`src/rtl/spi_eep_pkg.sv`:
```
package spi_eep_pkg;

  localparam logic [7:0] OP_WREN  = 8'h06;
  localparam logic [7:0] OP_WRDI  = 8'h04;
  localparam logic [7:0] OP_RDSR  = 8'h05;
  localparam logic [7:0] OP_WRSR  = 8'h01;
  localparam logic [7:0] OP_READ  = 8'h03;
  localparam logic [7:0] OP_WRITE = 8'h02;
  localparam logic [7:0] OP_A8_MASK = 8'hF7;

  typedef enum logic [2:0] {
    ST_CMD,
    ST_ADDR,
    ST_RD,
    ST_WR,
    ST_RDSR,
    ST_WRSR,
    ST_SKIP
  } eep_state_e;

endpackage

```
`src/rtl/spi_eep_ctrl.sv`:
```
module spi_eep_ctrl
  import spi_eep_pkg::*;
#(
  parameter int ADDR_BYTES = 1,
  parameter int OPCODE_A8  = 1,
  parameter int PAGE_BYTES = 16,
  parameter int BUSY_CLKS  = 600,
  localparam int LOW_W  = 8 * ADDR_BYTES,
  localparam int ADDR_W = LOW_W + OPCODE_A8,
  localparam int PAGE_W = $clog2(PAGE_BYTES),
  localparam int BUSY_W = $clog2(BUSY_CLKS + 1)
) (
  input  logic              clk,
  input  logic              rst,
  input  logic              cs_rise,
  input  logic [2:0]        bit_cnt,
  input  logic              byte_done,
  input  logic [7:0]        rx_byte,
  input  logic              tx_load,
  output logic [7:0]        tx_byte,
  output logic [7:0]        status,
  output logic              mem_we,
  output logic [ADDR_W-1:0] mem_waddr,
  output logic [7:0]        mem_wdata,
  output logic [ADDR_W-1:0] mem_raddr,
  input  logic [7:0]        mem_rdata
);

  eep_state_e st_q;
  logic wel_q, wpen_q, busy;
  logic [1:0] bp_q;
  logic [BUSY_W-1:0] busy_q;
  logic wr_mode_q, hi_q;
  logic [LOW_W-1:0] abuf_q, abuf_nx;
  logic [1:0] aleft_q;
  logic [ADDR_W-1:0] rd_ptr_q, full_addr;
  logic [PAGE_W-1:0] off_q, cidx_q;
  logic [ADDR_W-PAGE_W-1:0] page_q;
  logic [7:0] pb_q [PAGE_BYTES];
  logic [PAGE_BYTES-1:0] vld_q;
  logic any_q, commit_q;
  logic [2:0] srn_q;
  logic srh_q;
  logic [7:0] opc;

  always_comb begin
    busy      = (busy_q != '0);
    status    = {wpen_q, 3'b000, bp_q, wel_q, busy};
    opc       = (OPCODE_A8 != 0) ? (rx_byte & OP_A8_MASK) : rx_byte;
    abuf_nx   = (abuf_q << 8) | LOW_W'(rx_byte);
    full_addr = ADDR_W'({hi_q, abuf_nx});
    case (st_q)
      ST_RDSR: tx_byte = status;
      ST_RD:   tx_byte = mem_rdata;
      default: tx_byte = 8'h00;
    endcase
    mem_we    = commit_q && vld_q[cidx_q];
    mem_waddr = {page_q, cidx_q};
    mem_wdata = pb_q[cidx_q];
    mem_raddr = rd_ptr_q;
  end

  // page buffer: no reset, so it maps to plain storage
  always_ff @(posedge clk) begin
    if (byte_done && st_q == ST_WR) pb_q[off_q] <= rx_byte;
  end

  always_ff @(posedge clk) begin
    if (rst) begin
      st_q      <= ST_CMD;
      wel_q     <= 1'b0;
      wpen_q    <= 1'b0;
      bp_q      <= '0;
      busy_q    <= '0;
      wr_mode_q <= 1'b0;
      hi_q      <= 1'b0;
      abuf_q    <= '0;
      aleft_q   <= '0;
      rd_ptr_q  <= '0;
      off_q     <= '0;
      cidx_q    <= '0;
      page_q    <= '0;
      vld_q     <= '0;
      any_q     <= 1'b0;
      commit_q  <= 1'b0;
      srn_q     <= '0;
      srh_q     <= 1'b0;
    end else begin
      if (busy) busy_q <= busy_q - BUSY_W'(1);
      if (commit_q) begin
        cidx_q <= cidx_q + PAGE_W'(1);
        if (cidx_q == PAGE_W'(PAGE_BYTES - 1)) commit_q <= 1'b0;
      end
      if (tx_load && st_q == ST_RD) rd_ptr_q <= rd_ptr_q + ADDR_W'(1);

      if (cs_rise) begin
        st_q  <= ST_CMD;
        any_q <= 1'b0;
        srh_q <= 1'b0;
        if (bit_cnt == 3'd0 &&
            ((st_q == ST_WR && any_q) || (st_q == ST_WRSR && srh_q))) begin
          wel_q  <= 1'b0;
          busy_q <= BUSY_W'(BUSY_CLKS);
          if (st_q == ST_WR) begin
            commit_q <= 1'b1;
            cidx_q   <= '0;
          end else begin
            wpen_q <= srn_q[2];
            bp_q   <= srn_q[1:0];
          end
        end
      end else if (byte_done) begin
        case (st_q)
          ST_CMD: begin
            if (busy) begin
              st_q <= (opc == OP_RDSR) ? ST_RDSR : ST_SKIP;
            end else begin
              hi_q    <= rx_byte[3];
              abuf_q  <= '0;
              aleft_q <= 2'(ADDR_BYTES - 1);
              st_q    <= ST_SKIP;
              case (opc)
                OP_WREN: wel_q <= 1'b1;
                OP_WRDI: wel_q <= 1'b0;
                OP_RDSR: st_q  <= ST_RDSR;
                OP_WRSR: if (wel_q) st_q <= ST_WRSR;
                OP_READ: begin
                  wr_mode_q <= 1'b0;
                  st_q      <= ST_ADDR;
                end
                OP_WRITE: if (wel_q) begin
                  wr_mode_q <= 1'b1;
                  st_q      <= ST_ADDR;
                end
                default: ;
              endcase
            end
          end
          ST_ADDR: begin
            abuf_q  <= abuf_nx;
            aleft_q <= aleft_q - 2'd1;
            if (aleft_q == 2'd0) begin
              if (wr_mode_q) begin
                page_q <= full_addr[ADDR_W-1:PAGE_W];
                off_q  <= full_addr[PAGE_W-1:0];
                vld_q  <= '0;
                st_q   <= ST_WR;
              end else begin
                rd_ptr_q <= full_addr;
                st_q     <= ST_RD;
              end
            end
          end
          ST_WR: begin
            vld_q[off_q] <= 1'b1;
            off_q        <= off_q + PAGE_W'(1);
            any_q        <= 1'b1;
          end
          ST_WRSR: if (!srh_q) begin
            srn_q <= {rx_byte[7], rx_byte[3:2]};
            srh_q <= 1'b1;
          end
          default: ;
        endcase
      end
    end
  end

endmodule

```
`config.mk`:
```
export PLATFORM = sky130hd
export DESIGN_NAME = spi_eep_ctrl
export DESIGN_NICKNAME = d
export VERILOG_FILES = /design/src/rtl/spi_eep_pkg.sv /design/src/rtl/spi_eep_ctrl.sv
export SDC_FILE = /design/constraint.sdc
export NUM_CORES = 1
export LEC_CHECK = 0
export BUFFER_PORTS_ARGS = -buffer_cell sky130_fd_sc_hd__buf_4
export CELL_PAD_IN_SITES_DETAIL_PLACEMENT = 1
export CELL_PAD_IN_SITES_GLOBAL_PLACEMENT = 2
export CORE_ASPECT_RATIO = 1.5
export CORE_MARGIN = 1
export CORE_UTILIZATION = 38
export CTS_CLUSTER_SIZE = 24
export DETAILED_ROUTE_END_ITERATION = 12
export PLACE_DENSITY = 0.81
export RECOVER_POWER = 25
export SLEW_MARGIN = 0
export SYNTH_ARGS = -nofsm -noshare
export SYNTH_HDL_FRONTEND = slang
export SYNTH_SLANG_ARGS = --single-unit
```
`constraint.sdc`:
```
create_clock -name clk -period 2.3 [get_ports clk]
set_clock_uncertainty 0.1 [all_clocks]
set_input_delay 0.345 -clock clk [delete_from_list [all_inputs] [get_ports clk]]
set_output_delay 0.345 -clock clk [all_outputs]
set_load 0.05 [all_outputs]
```
### After elaboration in Yosys (flattened, before gate mapping)

Memory sizes are Yosys's and may differ from the RTL's. A register that Yosys moved wholly into a read port is not among the register bits.
Cells that the tools add are included.

| operators by class | value |
|---|---|
| add/subtract/negate cells | 5 |
| $lt $le $gt $ge | 3 |
| equal/unequal tests | 18 |
| muxes and demuxes | 50 |
| bitwise operators | 5 |
| reductions and logical operators | 30 |

Operators with widths:

| cell | number |
|---|---|
| $mux W9 | 6 |
| $mux W16 | 2 |
| $pmux W16 S2 | 1 |
| $mux W10 | 3 |
| $mux W4 | 7 |
| $eq A7 B3 Y1 const B | 3 |
| $mux W1 | 16 |
| $or A16 B16 Y16 | 1 |
| $pmux W8 S2 | 1 |
| $reduce_and A5 Y1 | 3 |
| $eq A7 B2 Y1 const B | 2 |
| $pmux W3 S4 | 1 |
| $reduce_and A4 Y1 | 3 |
| $lt A4 B5 Y1 const B | 2 |
| $ne A2 B2 Y1 const B | 5 |
| $reduce_bool A10 Y1 | 1 |
| $reduce_bool A2 Y1 | 5 |
| $sub A10 B1 Y10 const B | 1 |
| $add A9 B1 Y9 const B | 1 |
| $mux W3 | 3 |
| $add A4 B1 Y4 const B | 2 |
| $pmux W4 S2 | 1 |
| $eq A7 B1 Y1 const B | 1 |
| $logic_and A1 B1 Y1 | 7 |
| other kinds (22) | 33 |

| word-level totals | value |
|---|---|
| bits in registers | 65 |
| RAM bits | 128 |
| input port bits | 24 |
| output and inout bits | 43 |
| logic and storage cells | 129 |
| memories | 1 |

Memory list:

| memory | words | bits a word | read ports | clocked after memory_dff | wr ports | RTL line | RTL |
|---|---|---|---|---|---|---|---|
| pb_q | 16 | 8 | 1 | 1 | 1 | spi_eep_ctrl.sv:39 | `logic [7:0] pb_q [PAGE_BYTES];` |

### Depth between registers and ports, before layout

Gate-level depths: netlist of run 1.

| logic depth | value |
|---|---|
| word-level depth | 8 |
| depth in mapped cells | 9 |
| mapped depth without buffers | 7 |

### Worst setup path before layout of run 1

No wires, ideal clock.

| path | value |
|---|---|
| path type | register to output |
| from | register cidx_q[0] (netlist name) |
| to | output mem_wdata[2] |
| arrival | 2.490 ns |
| data required time | 1.855 ns |
| slack | -0.635 ns |
| cell stages (with the launch flop) | 5 |
| buffers on the path | 2 |
| cells stage by stage | dfxtp_1 buf_2 buf_2 mux4_2 mux4_2 |

RTL lines:

| element | RTL line | RTL |
|---|---|---|
| to (decl) | spi_eep_ctrl.sv:24 | `output logic [7:0] mem_wdata,` |

==> results of run 1 <==
==> worst max-delay path, delay by kind of cell, from the launching register on <==
kind     cells  cell delay, ns
mux          2            1.01
buf+inv      3            0.47
flops        1            0.37
==> stage by stage <==
stage                     cell area, µm²  worst slack, ns  util, %  std cells  power [mW]
after global routing                9980           -0.486     47.4        956        7.99
after floorplan                     8280          -0.0174        -        579        4.44
after CTS                           9930           -0.463     47.1        953        7.76
after global placement              9230          -0.0171     43.8        918        4.70
after detailed placement            9230          -0.0703     43.8        918        4.75
final                               9980           -0.442     47.4        956        7.76
==> worst min-delay path by stage <==
stage | cells past startpoint | end | slack, ns | from
after floorplan | 1 | st_q[0] | 0.32 | cs_rise
after global placement | 2 | vld_q[3] | 0.35 | vld_q[3]
after detailed placement | 2 | vld_q[7] | 0.36 | vld_q[7]
after CTS | 2 | st_q[0] | 0.05 | cs_rise
after global routing | 2 | st_q[0] | 0.07 | cs_rise
final | 2 | st_q[0] | 0.07 | cs_rise
==> layout make-up <==
cell class	instances	share of cell area [%]
inverters	12	0.501
well taps	268	3.36
multi-input cells	336	29.0
clock buffers	19	4.44
clock inverters	13	1.45
repair buffers	115	9.65
flip-flops and latches	193	51.6
==> power by group <==
part | switching, mW | total, mW | internal (mW)
logic | 0.552 | 0.951 | 0.398
registers | 0.0781 | 3.83 | 3.76
clock network | 1.41 | 2.98 | 1.57
==> cells in the final DEF, fill, tap and decap left out, drive strengths merged, types with 3 or more instances in the layout <==
master and instances:
a211oi 10, a21oi 15, a22oi 5, a311oi 3, a31oi 21, and2 21
and3 7, buf 107, clkbuf 27, clkinv 3, conb 3, dfxtp 65
edfxtp 128, ha 9, inv 19, mux2i 11, mux4 45, nand2 19
nand3 10, nand3b 7, nand4 9, nor2 53, nor2b 11, nor3 10
nor3b 3, o21ai 15, o31ai 5, or2 3, or3 3, or4 6
xnor2 4, xor2 8
==> cells by family after synthesis <==
group | after synthesis | share of synthesized area (%)
muxes | 56 | 13.7
AOI/OAI and AO/OA | 85 | 6.75
and+or+nand+nor | 171 | 11.4
DFF | 193 | 62.8
buffers and inverters | 50 | 2.73
other | 1 | 0.0457
adders and majority gates | 9 | 1.37
xor gates and xnor gates | 12 | 1.28
==> state kept, by name, indices dropped and copies added, names as in the netlist, 2 cells and up <==
name       flops
vld_q         16
st_q           3
srn_q          3
page_q         5
aleft_q        2
mem_raddr      9
cidx_q         4
bp_q           2
off_q          4
busy_q        10
pb_q         128
==> per-layer routing <==
layer  global-route usage (%)  vias up  wire (µm)
li1                         -     2412          -
met1                     22.2     2734       8270
met2                     39.5      151      12400
met3                     3.20       21        773
met4                     8.15        0        472
met5                        0        -          0
==> timing repair <==
action | 4_1_cts | 5_1_grt
pin swaps | 3 | 2
endpoints found under the hold margin | 0 | 0
buffers inserted | 3 | 2
gates cloned | 0 | 1
gates resized for setup | 23 | 12
setup endpoints to repair | 15 | 14
==> results.cfg, run 1 <==
[clocking]
cts.clk_slew.worst_paths_ns = 0.07
cts_hold_buf = 0
cts_buffers = 17
cts_sinks = 193
clock_latency_ns = 0.44
clockBufferDepth = 2
clock-root-buffer = clkbuf_16
cts_tree = done
h-tree-depth = 4

[critical_path]
endpoint = mem_wdata[0]
critPathMaxStageDelay_ns = 0.51
worstPathRequired_ns = 1.86
path_common_cell = mux4_2
worstRegToRegCells = 6
slowest_stage = mux4_2
crit_chain = buf_12, clkbuf_16, mux4_2, mux4_2, buf_6
worstReg2RegStart = st_q[2]
r2r_slack_ns = 0.23
cp_max_fo = 7
cp.arrival_ns = 2.30
endpoint_kind = output pin
worstSetupPathType = register to output pin
startpoint_type = register
r2r-end = page_q[4]
crit_start = cidx_q[0]

[synth]
ys_seq_elements = 193
syn_area_mm2 = 0.00820
synth_cell_types = 53
synthTopCellsByCount = edfxtp_1, dfxtp_1, nor2_1
synth_ff_type = edfxtp_1
synth_most_common_cell = edfxtp_1
synthCells = 577
yosysWarnings = 0
synth_enable_flop_cells = 128
synth_area_leaders = edfxtp_1, dfxtp_1, mux4_2
postSynth.asyncResetShare_pct = 0
avgSynthCellArea_um2 = 14.2
yosysTopAreaCell = edfxtp_1
ys_seq_area_share_pct = 62.8
yosysTopAreaCellShare_pct = 46.9

[routing]
first_pass_iters = 6
drt_iter0_markers = 276
vias = 5318
detail-route-antenna-nets = 0
finalWirelength_mm = 21.9
drc = 0
avgRoutedWirePerCell_um = 22.9
vias_per_cell = 5.56

[sta]
setup_viol = 9
fin_ws_ns = -0.442
slew_headroom_pct = 16.7
hold_violations = 0
whs_ns = 0.0652
post-route-period-util_pct = 119
min_period_ns = 2.74
report.final.slew_viol_count = 0
fmax_mhz = 365
tightest_slew_ns = 1.25
tns_ns = -3.79
rsz0062_at_grt = yes

[power]
power.leakage_nw = 3.43
power_density_mw_per_mm2 = 777
peakVddDrop_uv = 506

[placed_design]
port-buffer-count = 63
place_hpwl_mm = 15.2
gp_congestion = 0.818

[global_routing]
overflow = 0
grt_pass1_vias = 5812
grt.total_usage_pct = 20.7
grt_pass1_wl_mm = 33.3
antenna_found_initial = 0
grt_max_degree = 40

[job]
cap_viol_max_count = 0

[floorplanning]
num_rows = 65
dieArea_mm2 = 0.0222
io-pin-count = 67
start_util_pct = 38.9
die_w_um = 122
die_h_um = 182
core_area_mm2 = 0.0211

[worst_hold_path]
hold_class = primary input to register

[cells_and_area]
multi_input_area_mm2 = 0.00289
register_area_mm2 = 0.00516
diodes = 0
nets = 708
syn_to_final_growth_pct = 21.8
n_fill_cell = 2086
final_layout_size_suffix_gt1_share_pct = 30.4

[status]
violations = negative setup slack
status = complete, but fails checks
Note: power is estimated with default switching activity, not from simulation.
==> run 2: changes to the inputs <==
--- a/config.mk
+++ b/config.mk
@@ -15,6 +15,7 @@
 export DETAILED_ROUTE_END_ITERATION = 12
 export PLACE_DENSITY = 0.81
 export RECOVER_POWER = 25
+export REMOVE_ABC_BUFFERS = 1
 export SLEW_MARGIN = 0
 export SYNTH_ARGS = -nofsm -noshare
 export SYNTH_HDL_FRONTEND = slang
==> run 2 against run 1 <==
  * The run still ends with negative setup slack left
  * Sequential share of layout area fell by 0.59 points
  * Via count rose by 0.26%
  * Non-clock buffer count rose by 14
  * Final area rose by 1.1%
  * Register-to-register slack got worse by 0.10 ns
  * Worst setup slack got worse by 0.026 ns
  * Cell count rose by 1.5%
  * Routed wire length fell by 1.7%
  * Largest cell class unchanged
  * Highest routed layer unchanged
==> results.cfg, run 2 (synthesized netlist as in run 1, its figures left out) <==
[floorplanning]
start_util_pct = 38.9
core_area_mm2 = 0.0211
num_rows = 65
die_h_um = 182
die_w_um = 122
io-pin-count = 67
dieArea_mm2 = 0.0222

[critical_path]
cp_max_fo = 10
worstPathRequired_ns = 1.86
endpoint_kind = output pin
cp.arrival_ns = 2.32
worstSetupPathType = register to output pin
startpoint_type = register
worstReg2RegStart = busy_q[0]
crit_start = cidx_q[0]

[cells_and_area]
diodes = 0
utilization_pct = 47.9
layout_common_cells = edfxtp_1, buf_4, dfxtp_1
syn_to_final_growth_pct = 23.2
nets = 722
largestRegisters = pb_q: 128 flops, vld_q: 16 flops, busy_q: 10 flops
final_layout_size_suffix_gt1_share_pct = 31.5
largest_register = pb_q
final_common_cell = edfxtp_1
largest_register_ffs = 128

[status]
violations = negative setup slack
status = complete, but fails checks

[routing]
drc = 0
wirelength_met1_mm = 8.13
first_pass_iters = 4
vias = 5332
finalWirelength_mm = 21.5
detail-route-antenna-nets = 0
dr_wl_met3_um = 767
drt_iter0_markers = 328
routed.top_layer = met4
vias_per_cell = 5.50
route.met2.wl_mm = 12.2
avgRoutedWirePerCell_um = 22.2

[sta]
post-route-period-util_pct = 120
rsz0062_at_grt = yes
min_period_ns = 2.77
slew_headroom_pct = 20.5
fin_ws_ns = -0.468
fmax_mhz = 361
setup_viol = 9
report.final.slew_viol_count = 0
tightest_slew_ns = 1.19
whs_ns = 0.153
hold_violations = 0

[placed_design]
dp_slack_ns = -0.0448
gp_congestion = 0.815
port-buffer-count = 63
place_hpwl_mm = 15.0

[global_routing]
grt_pass1_vias = 5798
grt_pass1_wl_mm = 33.3
grt.total_usage_pct = 20.6
overflow = 0
antenna_found_initial = 0
grt_max_degree = 40

[clocking]
clock-root-buffer = clkbuf_16
cts_tree = done
clock_latency_ns = 0.44
cts.clk_slew.worst_paths_ns = 0.07
h-tree-depth = 4
cts_sinks = 193
clockBufferDepth = 2
cts_buffers = 17

[worst_hold_path]
min_from = cs_rise
hold_class = primary input to register

[power]
p_total_mw = 7.73
peakVddDrop_uv = 565
power_density_mw_per_mm2 = 766
power.leakage_nw = 3.50

[job]
cap_viol_max_count = 0
-- run 2: cell types whose count changed in the layout (fill, tap and decap cells not counted), sizes merged --
cell  delta
buf     +15
inv      -1
-- run 2: layout make-up --
cell class	instances	area [µm²]
clock inverter	12	123
timing repair buffer	129	1090
inverter	12	57.6
clock buffer	20	447
fill	2131	11000
tap	268	335
sequential	193	5150
multi-input combinational	336	2890
-- run 2: path summary, 6_finish.rpt --
kind	cells past startpoint	slack, ns	endpoint
setup / recovery	5	-0.47	mem_wdata[4]
hold / removal	3	0.15	st_q[0]
hold reg to reg	2	0.36	any_q
setup reg to reg	9	0.13	wr_mode_q
-- run 2: worst max-delay path, cell delays in order, from the launching register on --
cell and delay, ns:
dfxtp_4 0.38, buf_12 0.15, buf_12 0.14, mux4_2 0.51
mux4_2 0.52, buf_6 0.18
-- run 2: per-stage QoR --
stage / instance area, µm² / cells / setup TNS [ns]
floorplan: 8030 / 541 / -17.75
global placement: 9370 / 929 / 0
detailed placement: 9370 / 929 / -0.173
CTS: 10000 / 963 / -4.06
global route: 10100 / 970 / -4.34
finish: 10100 / 970 / -3.74
-- run 2: power by group --
part	internal (mW)	switching (mW)	total, mW
Combinational	0.440	0.556	0.996
Clock	1.55	1.33	2.88
Sequential	3.76	0.0871	3.85
Total	5.75	1.98	7.73
-- run 2: routing by layer --
| layer | global-route usage, % | vias to the layer above |
|---|---|---|
| met5 | 0 | - |
| met4 | 7.70 | 0 |
| met3 | 3.61 | 24 |
| met2 | 38.1 | 129 |
| met1 | 23.1 | 2737 |
| li1 | - | 2442 |
-- run 2: repair_timing --
item                       in CTS  in global routing
hold buffers                    0                  0
setup endpoints to repair      11                 14
gates cloned                    0                  0
pin swaps                       3                  4
buffers inserted                2                  8
resized for setup              26                 11
